--- src/rtl/syncBurstPkg.sv ---
package syncBurstPkg;

  typedef enum logic [1:0] {
    MODE_TEXT40    = 2'd0,
    MODE_TEXT80    = 2'd1,
    MODE_GFX_COLOR = 2'd2,
    MODE_GFX_MONO  = 2'd3
  } vidMode_e;

  // strobes handed from control to datapath
  typedef struct packed {
    logic charEn;
    logic lineEnd;
    logic syncOn;
    logic monoMode;
  } ctrlStrobe_t;

endpackage

--- src/rtl/syncBurstCtrl.sv ---
module syncBurstCtrl
  import syncBurstPkg::*;
#(
  parameter int CNT_W = 8,
  parameter int DLY_W = 5
) (
  input  logic             clk,
  input  logic             rstN,
  input  logic             charTick,
  input  logic [1:0]       modeIn,
  input  logic [CNT_W-1:0] totalIn,
  input  logic [CNT_W-1:0] syncStartIn,
  input  logic [CNT_W-1:0] syncWidthIn,
  input  logic [DLY_W-1:0] burstDelayIn,
  output ctrlStrobe_t      stb,
  output logic [CNT_W-1:0] hPos,
  output logic [DLY_W-1:0] burstDelayQ
);

  vidMode_e         modeQ;
  logic [CNT_W-1:0] totalQ;
  logic [CNT_W-1:0] syncStartQ;
  logic [CNT_W-1:0] syncWidthQ;
  logic [CNT_W-1:0] hCount;
  logic             halfPhase;
  logic             halfRate;
  logic             nextHalf;
  logic             charEn;
  logic             atTotal;
  logic             lineDone;
  logic [CNT_W:0]   syncOffset;
  logic             syncOn;

  assign halfRate = (modeQ == MODE_TEXT40);
  assign nextHalf = (vidMode_e'(modeIn) == MODE_TEXT40);
  assign charEn   = charTick & (~halfRate | ~halfPhase);
  assign atTotal  = (hCount == totalQ);
  assign lineDone = charEn & atTotal;

  // offset into the sync pulse, one bit wider so the compare cannot wrap
  assign syncOffset = {1'b0, hCount} - {1'b0, syncStartQ};
  assign syncOn     = (hCount >= syncStartQ) && (syncOffset < {1'b0, syncWidthQ});

  always_ff @(posedge clk) begin
    if (!rstN) begin
      hCount      <= '0;
      halfPhase   <= 1'b0;
      modeQ       <= vidMode_e'(modeIn);
      totalQ      <= totalIn;
      syncStartQ  <= syncStartIn;
      syncWidthQ  <= syncWidthIn;
      burstDelayQ <= burstDelayIn;
    end else begin
      if (charEn) begin
        hCount <= atTotal ? '0 : hCount + 1'b1;
      end
      if (lineDone) begin
        // shadow registers load only at the line boundary
        modeQ       <= vidMode_e'(modeIn);
        totalQ      <= totalIn;
        syncStartQ  <= syncStartIn;
        syncWidthQ  <= syncWidthIn;
        burstDelayQ <= burstDelayIn;
        halfPhase   <= nextHalf;
      end else if (charTick && halfRate) begin
        halfPhase <= ~halfPhase;
      end
    end
  end

  assign hPos         = hCount;
  assign stb.charEn   = charEn;
  assign stb.lineEnd  = atTotal;
  assign stb.syncOn   = syncOn;
  assign stb.monoMode = (modeQ == MODE_GFX_MONO);

endmodule

--- src/rtl/syncBurstDatapath.sv ---
module syncBurstDatapath
  import syncBurstPkg::*;
#(
  parameter int DLY_W     = 5,
  parameter int BURST_LEN = 9
) (
  input  logic             clk,
  input  logic             rstN,
  input  ctrlStrobe_t      stb,
  input  logic [DLY_W-1:0] burstDelayQ,
  output logic             hSync,
  output logic             burstEn
);

  localparam int SPAN  = (1 << DLY_W) - 1 + BURST_LEN;
  localparam int DOT_W = $clog2(SPAN + 1);
  localparam logic [DOT_W-1:0] DOT_SAT = DOT_W'(SPAN);
  localparam logic [DOT_W-1:0] LEN_D   = DOT_W'(BURST_LEN);

  logic             syncQ;
  logic             syncRise;
  logic [DOT_W-1:0] dotCnt;
  logic [DOT_W-1:0] dotsSince;
  logic [DOT_W-1:0] delayExt;
  logic             window;

  assign syncRise  = stb.syncOn & ~syncQ;
  assign dotsSince = syncRise ? '0 : dotCnt;
  assign delayExt  = DOT_W'(burstDelayQ);
  assign window    = (dotsSince >= delayExt) && (dotsSince < delayExt + LEN_D);

  always_ff @(posedge clk) begin
    if (!rstN) begin
      syncQ  <= 1'b0;
      dotCnt <= DOT_SAT;
    end else begin
      syncQ  <= stb.syncOn;
      dotCnt <= (dotsSince == DOT_SAT) ? DOT_SAT : dotsSince + 1'b1;
    end
  end

  assign hSync   = stb.syncOn;
  assign burstEn = window & stb.syncOn & ~stb.monoMode;

endmodule

--- src/rtl/syncBurstGen.sv ---
module syncBurstGen
  import syncBurstPkg::*;
#(
  parameter int CNT_W     = 8,
  parameter int DLY_W     = 5,
  parameter int BURST_LEN = 9
) (
  input  logic             clk,
  input  logic             rstN,
  input  logic             charTick,
  input  logic [1:0]       modeIn,
  input  logic [CNT_W-1:0] totalIn,
  input  logic [CNT_W-1:0] syncStartIn,
  input  logic [CNT_W-1:0] syncWidthIn,
  input  logic [DLY_W-1:0] burstDelayIn,
  output logic             charEn,
  output logic             lineEnd,
  output logic [CNT_W-1:0] hPos,
  output logic             hSync,
  output logic             burstEn
);

  ctrlStrobe_t      stb;
  logic [DLY_W-1:0] burstDelayQ;
  logic             monoLive;
  logic             delayZero;

  syncBurstCtrl #(.CNT_W(CNT_W), .DLY_W(DLY_W)) ctrl_i (
    .clk(clk), .rstN(rstN), .charTick(charTick), .modeIn(modeIn),
    .totalIn(totalIn), .syncStartIn(syncStartIn), .syncWidthIn(syncWidthIn),
    .burstDelayIn(burstDelayIn), .stb(stb), .hPos(hPos), .burstDelayQ(burstDelayQ)
  );

  syncBurstDatapath #(.DLY_W(DLY_W), .BURST_LEN(BURST_LEN)) dp_i (
    .clk(clk), .rstN(rstN), .stb(stb), .burstDelayQ(burstDelayQ),
    .hSync(hSync), .burstEn(burstEn)
  );

  assign charEn    = stb.charEn;
  assign lineEnd   = stb.lineEnd;
  assign monoLive  = stb.monoMode;
  assign delayZero = (burstDelayQ == '0);

endmodule

--- config.mk ---
export PLATFORM = sky130hd
export DESIGN_NAME = syncBurstGen
export DESIGN_NICKNAME = d
export VERILOG_FILES = /design/src/rtl/syncBurstPkg.sv /design/src/rtl/syncBurstCtrl.sv /design/src/rtl/syncBurstDatapath.sv /design/src/rtl/syncBurstGen.sv
export SDC_FILE = /design/constraint.sdc
export NUM_CORES = 1
export LEC_CHECK = 0
export ABC_AREA = 0
export BUFFER_PORTS_ARGS = -buffer_cell sky130_fd_sc_hd__buf_2
export CAP_MARGIN = 15
export CORE_UTILIZATION = 50
export CTS_BUF_LIST = sky130_fd_sc_hd__clkbuf_8
export CTS_CLUSTER_SIZE = 25
export DETAILED_ROUTE_END_ITERATION = 8
export PLACE_DENSITY = 0.75
export SETUP_SLACK_MARGIN = 0.3
export SLEW_MARGIN = 20
export SYNTH_ARGS = -nofsm -noshare
export SYNTH_HDL_FRONTEND = slang
export SYNTH_HIERARCHICAL = 1
export SYNTH_SLANG_ARGS = --single-unit
--- constraint.sdc ---
create_clock -name clk -period 5.05 [get_ports clk]
set_input_delay 1.01 -clock clk [delete_from_list [all_inputs] [get_ports clk]]
set_output_delay 1.01 -clock clk [all_outputs]
set_load 0.005 [all_outputs]
Word level (Yosys, flattened, before mapping) --
Cells that the tools add are included.
Operators by class: bitwise logic cells 11, mux-type cells 14, add/subtract/negate cells 4, order comparisons 4, reduce and logical (&&, ||, !) cells 7, eq/ne operators 4
Operators with widths (count):
- 8-bit 2-to-1 mux | 7
- 5-bit 2-to-1 mux | 2
- 9-bit by 8-bit less-than comparator with 1-bit output | 1
- 8-bit by 8-bit subtractor with 9-bit output | 1
- 8-bit by 1-bit adder with 8-bit output, second input constant | 1
- 8-bit == test | 1
- 8-bit >= comparator | 1
- 5-bit by 4-bit adder with 6-bit output, second input constant | 1
- 6-bit by 1-bit adder with 6-bit output, second input constant | 1
- 6-bit == test, second input constant | 1
- 6-bit by 5-bit >= comparator with 1-bit output | 1
- 6-bit less-than comparator | 1
- 6-bit 2-to-1 mux | 1
- 1-bit bitwise AND | 5
- 1-bit NOT | 5
- 2-bit logical NOT | 2
- 2-bit 2-to-1 mux | 2
- 1-bit logical AND | 3
- 2-bit == test, second input constant | 1
- 1-bit 2-to-1 mux | 2
- 2-bit by 1-bit inequality test with 1-bit output, second input constant | 1
- 2-bit nonzero test | 1
- 2-bit OR reduction | 1
- 1-bit OR | 1
Storage, ports and cells: output and inout bits 12, register bits after elaboration 47, logic and storage cells 53, bits of input ports 34

Logic depth before layout (Yosys ltp) --
Gate-level depths: netlist of run 1.
depth in word-level cells 9, depth in mapped cells 23, gate-level depth less buffers 21

Modules after synthesis --
The synthesis of run 1 kept the hierarchy.
Modules (own cells, without submodules):
- syncBurstCtrl | cells an instance 162, seq. area each 1111.1 um2, area an instance 1990.7 um2, instances 1
- syncBurstDatapath | cells an instance 75, seq. area each 140.1 um2, area an instance 629.4 um2, instances 1

Worst setup path after synthesis of run 1 --
Ideal clock, no wire load.
kind register to output, start point register ctrl_i.hCount[0] (netlist: ctrl_i/hPos[0]), end point output burstEn, setup slack 0.017 ns, stages on the path, launching flop included 24, buffers on the path 2, data required time 4.040 ns, data arrival time 4.023 ns, cells stage by stage dfxtp_1 > inv_1 > ha_1 > inv_1 > fa_1 > a31o_2 > a21o_1 > a21oi_1 > xnor2_1 > ha_1 > a21oi_1 > o21ai_0 > o21a_1 > a2111oi_2 > buf_4 > nand2b_1 > buf_4 > and2_1 > ha_1 > a21boi_0 > o21ai_0 > o21bai_1 > nand4_1 > a21oi_1
Between the ends: word-level cells in the longest chain between the ends 9, elaborated cells between the ends (all ways) 11, those cells by class add/sub: 1; order compare: 4; mux: 1; bitwise: 3; reduce/logical: 2
Ends and longest elaborated chain:
- from (decl) | line syncBurstCtrl.sv:24 | logic [CNT_W-1:0] hCount;
- from (signal assigned) | line syncBurstCtrl.sv:55 | hCount <= atTotal ? '0 : hCount + 1'b1;
- 8-bit by 8-bit subtractor with 9-bit output | line syncBurstCtrl.sv:41 | assign syncOffset = {1'b0, hCount} - {1'b0, syncStartQ};
- 9-bit by 8-bit less-than comparator with 1-bit output | line syncBurstCtrl.sv:42 | assign syncOn = (hCount >= syncStartQ) && (syncOffset < {1'b0, syncWidthQ});
- 1-bit logical AND * | line syncBurstCtrl.sv:42
- net ctrl_i.syncOn | line syncBurstCtrl.sv:32 | logic syncOn;
- 1-bit bitwise AND | line syncBurstDatapath.sv:27 | assign syncRise = stb.syncOn & ~syncQ;
- 6-bit 2-to-1 mux | line syncBurstDatapath.sv:28 | assign dotsSince = syncRise ? '0 : dotCnt;
- 6-bit by 5-bit >= comparator with 1-bit output or 6-bit less-than comparator (tied branches) | line syncBurstDatapath.sv:30 | assign window = (dotsSince >= delayExt) && (dotsSince < delayExt + LEN_D);
- 1-bit logical AND | line syncBurstDatapath.sv:30
- 1-bit bitwise AND * (2 in series) | line syncBurstDatapath.sv:43 | assign burstEn = window & stb.syncOn & ~stb.monoMode;
- to (decl) | line syncBurstGen.sv:20 | output logic burstEn
Mark *: on every way through the listed nets, which the timed path passes. The rest lies on a longest branch.

Final worst setup path of run 1 --
start point register ctrl_i.hCount[0] (netlist: ctrl_i/hPos[0]), end point output burstEn
Between the ends: word-level cells in the longest chain between the ends 9, elaborated cells between the ends (all ways) 11, those cells by class add/sub: 1; order compare: 4; mux: 1; bitwise: 3; reduce/logical: 2
Ends and longest elaborated chain (line):
- 8-bit by 8-bit subtractor with 9-bit output | syncBurstCtrl.sv:41
- 9-bit by 8-bit less-than comparator with 1-bit output | syncBurstCtrl.sv:42
- 1-bit logical AND * | syncBurstCtrl.sv:42
- 1-bit bitwise AND | syncBurstDatapath.sv:27
- 6-bit 2-to-1 mux | syncBurstDatapath.sv:28
- 6-bit by 5-bit >= comparator with 1-bit output or 6-bit less-than comparator (tied branches) | syncBurstDatapath.sv:30
- 1-bit logical AND | syncBurstDatapath.sv:30
- 1-bit bitwise AND * (2 in series) | syncBurstDatapath.sv:43
Every way passes the cells marked *; elsewhere a longest branch is shown, timed or not.

==> flow_metrics.tcl, run 1 <==
set metrics [dict create \
    seq_area_frac_synth_pct 47.76 \
    max-vdd-ir-drop_mv 0.1915 \
    max_slew_margin_pct 42.46 \
    leakagePower_uw 0.001442 \
    layout_setup_ws_ns -0.3070 \
    synth_fp_nets 299 \
    cts_hold_buffers 0 \
    max_freq_mhz 186.7 \
    dp_cells 353 \
    synth.distinct_cells 43 \
    dp_hpwl_um 3567 \
    fin_crit_ns 5.357 \
    rsz0062_at_grt "yes" \
    synth_area_leaders "edfxtp_1 36%, ha_1 13%, dfxtp_1 12%, xnor2_1 7.4%, inv_1 3.4%" \
    min_period_over_period_pct 106.1 \
    die_h_um 74.39 \
    area_growth_pct 21.20 \
    htree_levels 2 \
    clk_path_buf_depth 2 \
    syn-cell-area_um2 2620 \
    whs_path_depth 3 \
    tightest_slew_ns 0.8631 \
    vias 1887 \
    fin_nets 365 \
    syn_inst 237 \
    yosys.area.top_type "edfxtp_1" \
    failed_checks "negative setup slack" \
    routabilityCongestion 0.7957 \
    min_from "dp_i/dotCnt[5]" \
    grt_start_max_net_pins 40 \
    grt_pass1_wl_um 8100 \
    drt-initial-drc-count 81 \
    clk_latency_ns 0.29 \
    tritoncts "yes" \
    cp-start-kind "register" \
    grt_pass1_vias 1842 \
    synth_warnings 6 \
    clk_pin_slew_worst_paths_ns 0.09 \
    drive_gt1_share_pct 29.28 \
    clock_skew_ns 0.01047 \
    fin_area_um2 3176 \
    die_w_um 74.39 \
    status "finished, violations left" \
    fin_cells 371 \
    die-area_um2 5534 \
    detail-route-antenna-nets 0 \
    reg2reg_to "dp_i/dotCnt[4]" \
    yosysMostFrequentCell "edfxtp_1" \
    clock_sinks 47 \
    timing.max_cap.violations 0 \
    numCtsBuffers 5 \
    async_flop_share_pct 0 \
    core_area_um2 4880 \
    drv_slew 0 \
    antennaDiodeCount 0 \
    hold_slack_ns 0.6090 \
    firstDrtPassIters 4 \
    ios 46 \
    ys_ff_latch 47 \
    r2r_slack_ns 1.16 \
    crit_path_max_fanout 6 \
    port_buffers 45 \
    grt_use_total_pct 19.25 \
    place_area_um2 2973 \
    r2r-start "ctrl_i/hPos[0]" \
    powerDensity_nw_per_um2 240.3 \
    crit_required_ns 4.04 \
    drt-wirelength-per-cell_um 12.96 \
    root_buffer "clkbuf_8" \
    row_count 25 \
    setup_violations 1 \
    synth_edf_count 31 \
    grt_overflow 0 \
    start_util_pct 53.69 \
    hold_violations 0 \
    antenna_found_initial 0 \
    synth-main-ff-cell "edfxtp_1" \
    synthTopCellsByCount "31 x edfxtp_1, 27 x ha_1, 24 x inv_1" \
    r2r_cells 20 \
    drc 0 \
    hp-class "reg -> reg" \
    netlist.area_leader.share_pct 35.53 \
    finalWirelength_um 4807 \
    syn_area_per_cell_um2 11.05 \
    worst_setup_path_end_kind "primary output" \
    path_class "reg -> out" \
    vias_per_cell 5.086 \
    cp_data_arrival_time_ns 4.35 \
    hold-path-endpoint "dp_i/dotCnt[0]" \
]
[routing by layer]
layer,GRT usage (%),part of all wire [%]
met1,25.02,47
met2,31.53,47
met3,5.285,5.0
met4,5.451,0.75
met5,0,0
[worst max path at each step]
stage / startpoint / endpoint / cells after the start / slack [ns]
final: ctrl_i/hPos[0] / burstEn / 22 / -0.31
after global routing: ctrl_i/hPos[0] / burstEn / 22 / -0.62
after CTS: ctrl_i/hPos[0] / burstEn / 22 / -0.33
after detailed placement: ctrl_i/hPos[0] / burstEn / 22 / -0.07
after global placement: ctrl_i/hPos[0] / burstEn / 22 / 0.03
after floorplan: ctrl_i/hPos[0] / burstEn / 23 / 0.14
[critical path, stage by stage (launching register included)]
cell and delay (ns):
dfxtp_2 0.33, inv_1 0.05, ha_1 0.15, inv_1 0.07, fa_2 0.35, a31o_2 0.23
a21o_1 0.19, a21oi_2 0.14, xnor2_1 0.13, ha_1 0.28, a21oi_2 0.13, o21ai_0 0.08
o21a_1 0.20, a2111oi_4 0.21, nand2b_1 0.20, and2_4 0.20, ha_1 0.27, nand2_1 0.06
o21a_1 0.16, maj3_2 0.31, o211ai_2 0.13, a21oi_1 0.05, buf_2 0.13
[where the power goes]
group	switching [uW]	internal, uW	leakage [uW]
registers	8.60	428	0.000434
clock network	124	97.9	0.0000503
logic	53.5	50.6	0.000958
[flip-flops by register name (all words and copies together) (netlist names)]
signal	cells
ctrl_i/syncStartQ	8
ctrl_i/totalQ	8
ctrl_i/burstDelayQ	5
ctrl_i/modeQ	2
ctrl_i/hPos	8
dp_i/syncQ	1
dp_i/dotCnt	6
ctrl_i/halfPhase	1
ctrl_i/syncWidthQ	8
[layout make-up]
class / count / area, um^2
Clock inverter: 3 / 18.77
Timing Repair Buffer: 65 / 375.4
Multi-Input combinational cell: 160 / 1285
Fill cell: 380 / 1704
Inverter: 24 / 90.09
Clock buffer: 5 / 68.82
Sequential cell: 47 / 1254
Tap cell: 67 / 83.83
[per-stage QoR]
| stage | util (%) | power, uW | setup WS (ns) | TNS, ns |
|---|---|---|---|---|
| 6_report | 65.08 | 763.1 | -0.3070 | -0.3070 |
| 5_1_grt | 65.08 | 802.0 | -0.6203 | -0.6203 |
| 4_1_cts | 64.51 | 771.7 | -0.3285 | -0.3285 |
| 3_5_place_dp | 60.92 | 546.3 | -0.07464 | -0.07464 |
| 3_3_place_gp | 60.92 | 542.2 | 0.02866 | 0 |
| 2_1_floorplan | - | 511.1 | 0.1388 | 0 |
[logic make-up (layout without fill, tap and decap cells)]
logic type,after synthesis,count (layout),synth area share (%)
simple gates,64,64,12.32
flops,47,47,47.76
compound gates,37,37,10.70
buf+inv,30,97,5.062
fa+ha+maj,29,29,14.09
xor+xnor,29,29,9.694
mux,1,1,0.3821
[cell usage in the layout, fill, tap and decap left out, types with 7 or more instances in the layout]
cell	count
ha_1	26
edfxtp_1	31
a21oi_1	7
nand2_1	12
xnor2_1	22
nor2_1	18
dfxtp_1	14
buf_2	45
buf_4	20
nand4_1	8
xor2_1	7
inv_1	25
[what timing repair did]
action                                  CTS  global route
buffers inserted                          9             1
endpoints found under the setup margin    1             1
gates resized for setup                   3             4
cloned                                    0             0
hold endpoints to repair                  0             0
pin swaps                                 3             0
Note: power is estimated with default switching activity, not from simulation.
==> run 2, diff against run 1 <==
==> constraint.sdc (replaced) <==
create_clock -name clk -period 5.05 [get_ports clk]
set_input_delay 0.505 -clock clk [delete_from_list [all_inputs] [get_ports clk]]
set_output_delay 0.505 -clock clk [all_outputs]
set_load 0.005 [all_outputs]
==> flow_metrics.tcl, run 2 (same netlist as run 1, synthesis figures left out) <==
set metrics [dict create \
    crit_required_ns 4.55 \
    antennaDiodeCount 0 \
    finalWirelength_um 4749 \
    row_count 25 \
    total_power_uw 769.9 \
    cp_data_arrival_time_ns 4.34 \
    powerDensity_nw_per_um2 249.8 \
    r2r_cells 21 \
    p_sw_uw 195.5 \
    grt_pass1_vias 1772 \
    cp.buffers_inverters 3 \
    clock_skew_ns 0.004848 \
    setup_violations 0 \
    htree_levels 2 \
    dp_hpwl_um 3430 \
    max_slew_margin_pct 38.17 \
    cpLargestDelayFamily "compound AO/OA/AOI/OAI gates" \
    grt_start_max_net_pins 40 \
    rsz0062_at_grt "yes" \
    comb_power_share_pct 13.0 \
    max_freq_mhz 206.5 \
    critPathMaxStageDelay_ns 0.35 \
    pre_cts_slack_ns 0.2123 \
    core_area_um2 4880 \
    layout_setup_ws_ns 0.2067 \
    vias_per_cell 5.173 \
    fin_crit_ns 4.843 \
    pwr-share-clk_pct 30.1 \
    drv_slew 0 \
    root_buffer "clkbuf_8" \
    antenna_found_initial 0 \
    ios 46 \
    multi_input_area_um2 1282 \
    numCtsBuffers 5 \
    clk_latency_ns 0.31 \
    routabilityCongestion 0.7500 \
    drc 0 \
    seq_area_um2 1251 \
    cp_common_cell "ha_1" \
    cp.depth 22 \
    crit_path_max_fanout 4 \
    status "complete, no violations" \
    cp-start-kind "register" \
    p_int_uw 574.3 \
    grt_overflow 0 \
    drive_gt1_share_pct 25.34 \
    worst_setup_path_end_kind "primary output" \
    drt-initial-drc-count 55 \
    drt-wirelength-per-cell_um 13.23 \
    fin_area_um2 3082 \
    leakagePower_uw 0.001394 \
    tritoncts "yes" \
    path_class "reg -> out" \
    fin_util_pct 63.15 \
    min_period_over_period_pct 95.91 \
    layout_common_cells "45 x buf_2, 31 x edfxtp_1, 27 x ha_1, 25 x inv_1, 22 x xnor2_1" \
    switching_share_pct 25.40 \
    crit_slowest_cell "fa_2" \
    die_h_um 74.39 \
    tightest_slew_ns 0.9275 \
    detail-route-antenna-nets 0 \
    vias 1857 \
    fillers 398 \
    crit_chain "inv_1 -> ha_1 -> inv_1 -> fa_2 -> a31o_2 -> a21o_1 -> a21oi_2 -> xnor2_1 -> ha_1 -> a21oi_1 -> o21ai_0 -> o21a_1 -> a2111oi_4 -> nand2b_1 -> and2_4 -> ha_1 -> nand2_1 -> o21a_1 -> maj3_2 -> o211ai_2 -> a21oi_1 -> buf_2" \
    whs_path_depth 1 \
    port_buffers 45 \
    fin_nets 353 \
    grt_pass1_wl_um 7659 \
    hp-class "in -> reg" \
    clk_path_buf_depth 2 \
    hold_violations 0 \
    clk_pin_slew_worst_paths_ns 0.09 \
    start_util_pct 53.69 \
    max-vdd-ir-drop_mv 0.1541 \
    clock_sinks 47 \
    die-area_um2 5534 \
    seq_power_share_pct 56.9 \
    die_w_um 74.39 \
    timing.max_cap.violations 0 \
    tns_ns 0 \
    grt_use_total_pct 18.62 \
    firstDrtPassIters 4 \
    mostFrequentLayoutCell "buf_2" \
    place_area_um2 2924 \
    area_growth_pct 17.62 \
]
-- run 2: worst paths after layout --
check                      to      startpoint  slack (ns)
max                   burstEn  ctrl_i/hPos[0]        0.21
min          ctrl_i/totalQ[7]      totalIn[7]        0.37
max reg2reg    dp_i/dotCnt[4]  ctrl_i/hPos[0]        1.08
min reg2reg    dp_i/dotCnt[0]  dp_i/dotCnt[5]        0.59
-- run 2: through the flow --
| step | instances | hold slack [ns] |
|---|---|---|
| finish | 359 | 0.3664 |
| global route | 359 | 0.3520 |
| CTS | 359 | 0.3575 |
| detailed placement | 348 | 0.5714 |
| global placement | 348 | 0.5619 |
| floorplan | 237 | 0.5249 |
-- run 2: per-layer routing --
metal | track usage, % | wire, um | vias to the layer above
met1 | 24.16 | 2283 | 866
met5 | 0 | 0 | -
met3 | 4.878 | 207 | 5
met2 | 29.83 | 2203 | 41
li1 | - | - | 945
met4 | 7.128 | 55 | 0
-- run 2: layout make-up --
class                           count  area share (%)
Timing Repair Buffer               53           9.257
Sequential cell                    47           40.60
Multi-Input combinational cell    160           41.62
Clock buffer                        5           2.233
Tap cell                           67           2.720
Inverter                           24           2.923
Clock inverter                      3          0.6496
-- run 2: power by group through the flow --
stage | Sequential, uW | Combinational (uW) | Clock [uW]
2_1_floorplan | 445 | 65.1 | 0
5_1_grt | 440 | 112 | 251
3_5_place_dp | 447 | 96.4 | 0
3_3_place_gp | 446 | 93.4 | 0
4_1_cts | 438 | 98.9 | 239
6_report | 438 | 100 | 232
-- run 2: timing repair --
| item | 4_1_cts | 5_1_grt |
|---|---|---|
| hold buffers | 0 | 0 |
| setup endpoints to repair | 1 | 1 |
| resized for setup | 7 | 4 |
| buffers inserted | 3 | 0 |
| pin swaps | 5 | 1 |
| hold endpoints to repair | 0 | 0 |
-- run 2: worst reg2reg max path, stage by stage (launching register included) --
cell	delay, ns
dfxtp_1	0.32
inv_1	0.06
ha_1	0.14
inv_1	0.07
fa_2	0.35
a31o_2	0.24
a21o_1	0.19
a21oi_2	0.15
xnor2_1	0.10
ha_1	0.33
a21oi_1	0.13
o21ai_0	0.09
o21a_1	0.20
a2111oi_4	0.21
nand2b_1	0.17
and2_4	0.18
buf_4	0.13
inv_1	0.05
ha_1	0.15
nand2_1	0.07
o41a_1	0.37
and3_1	0.20
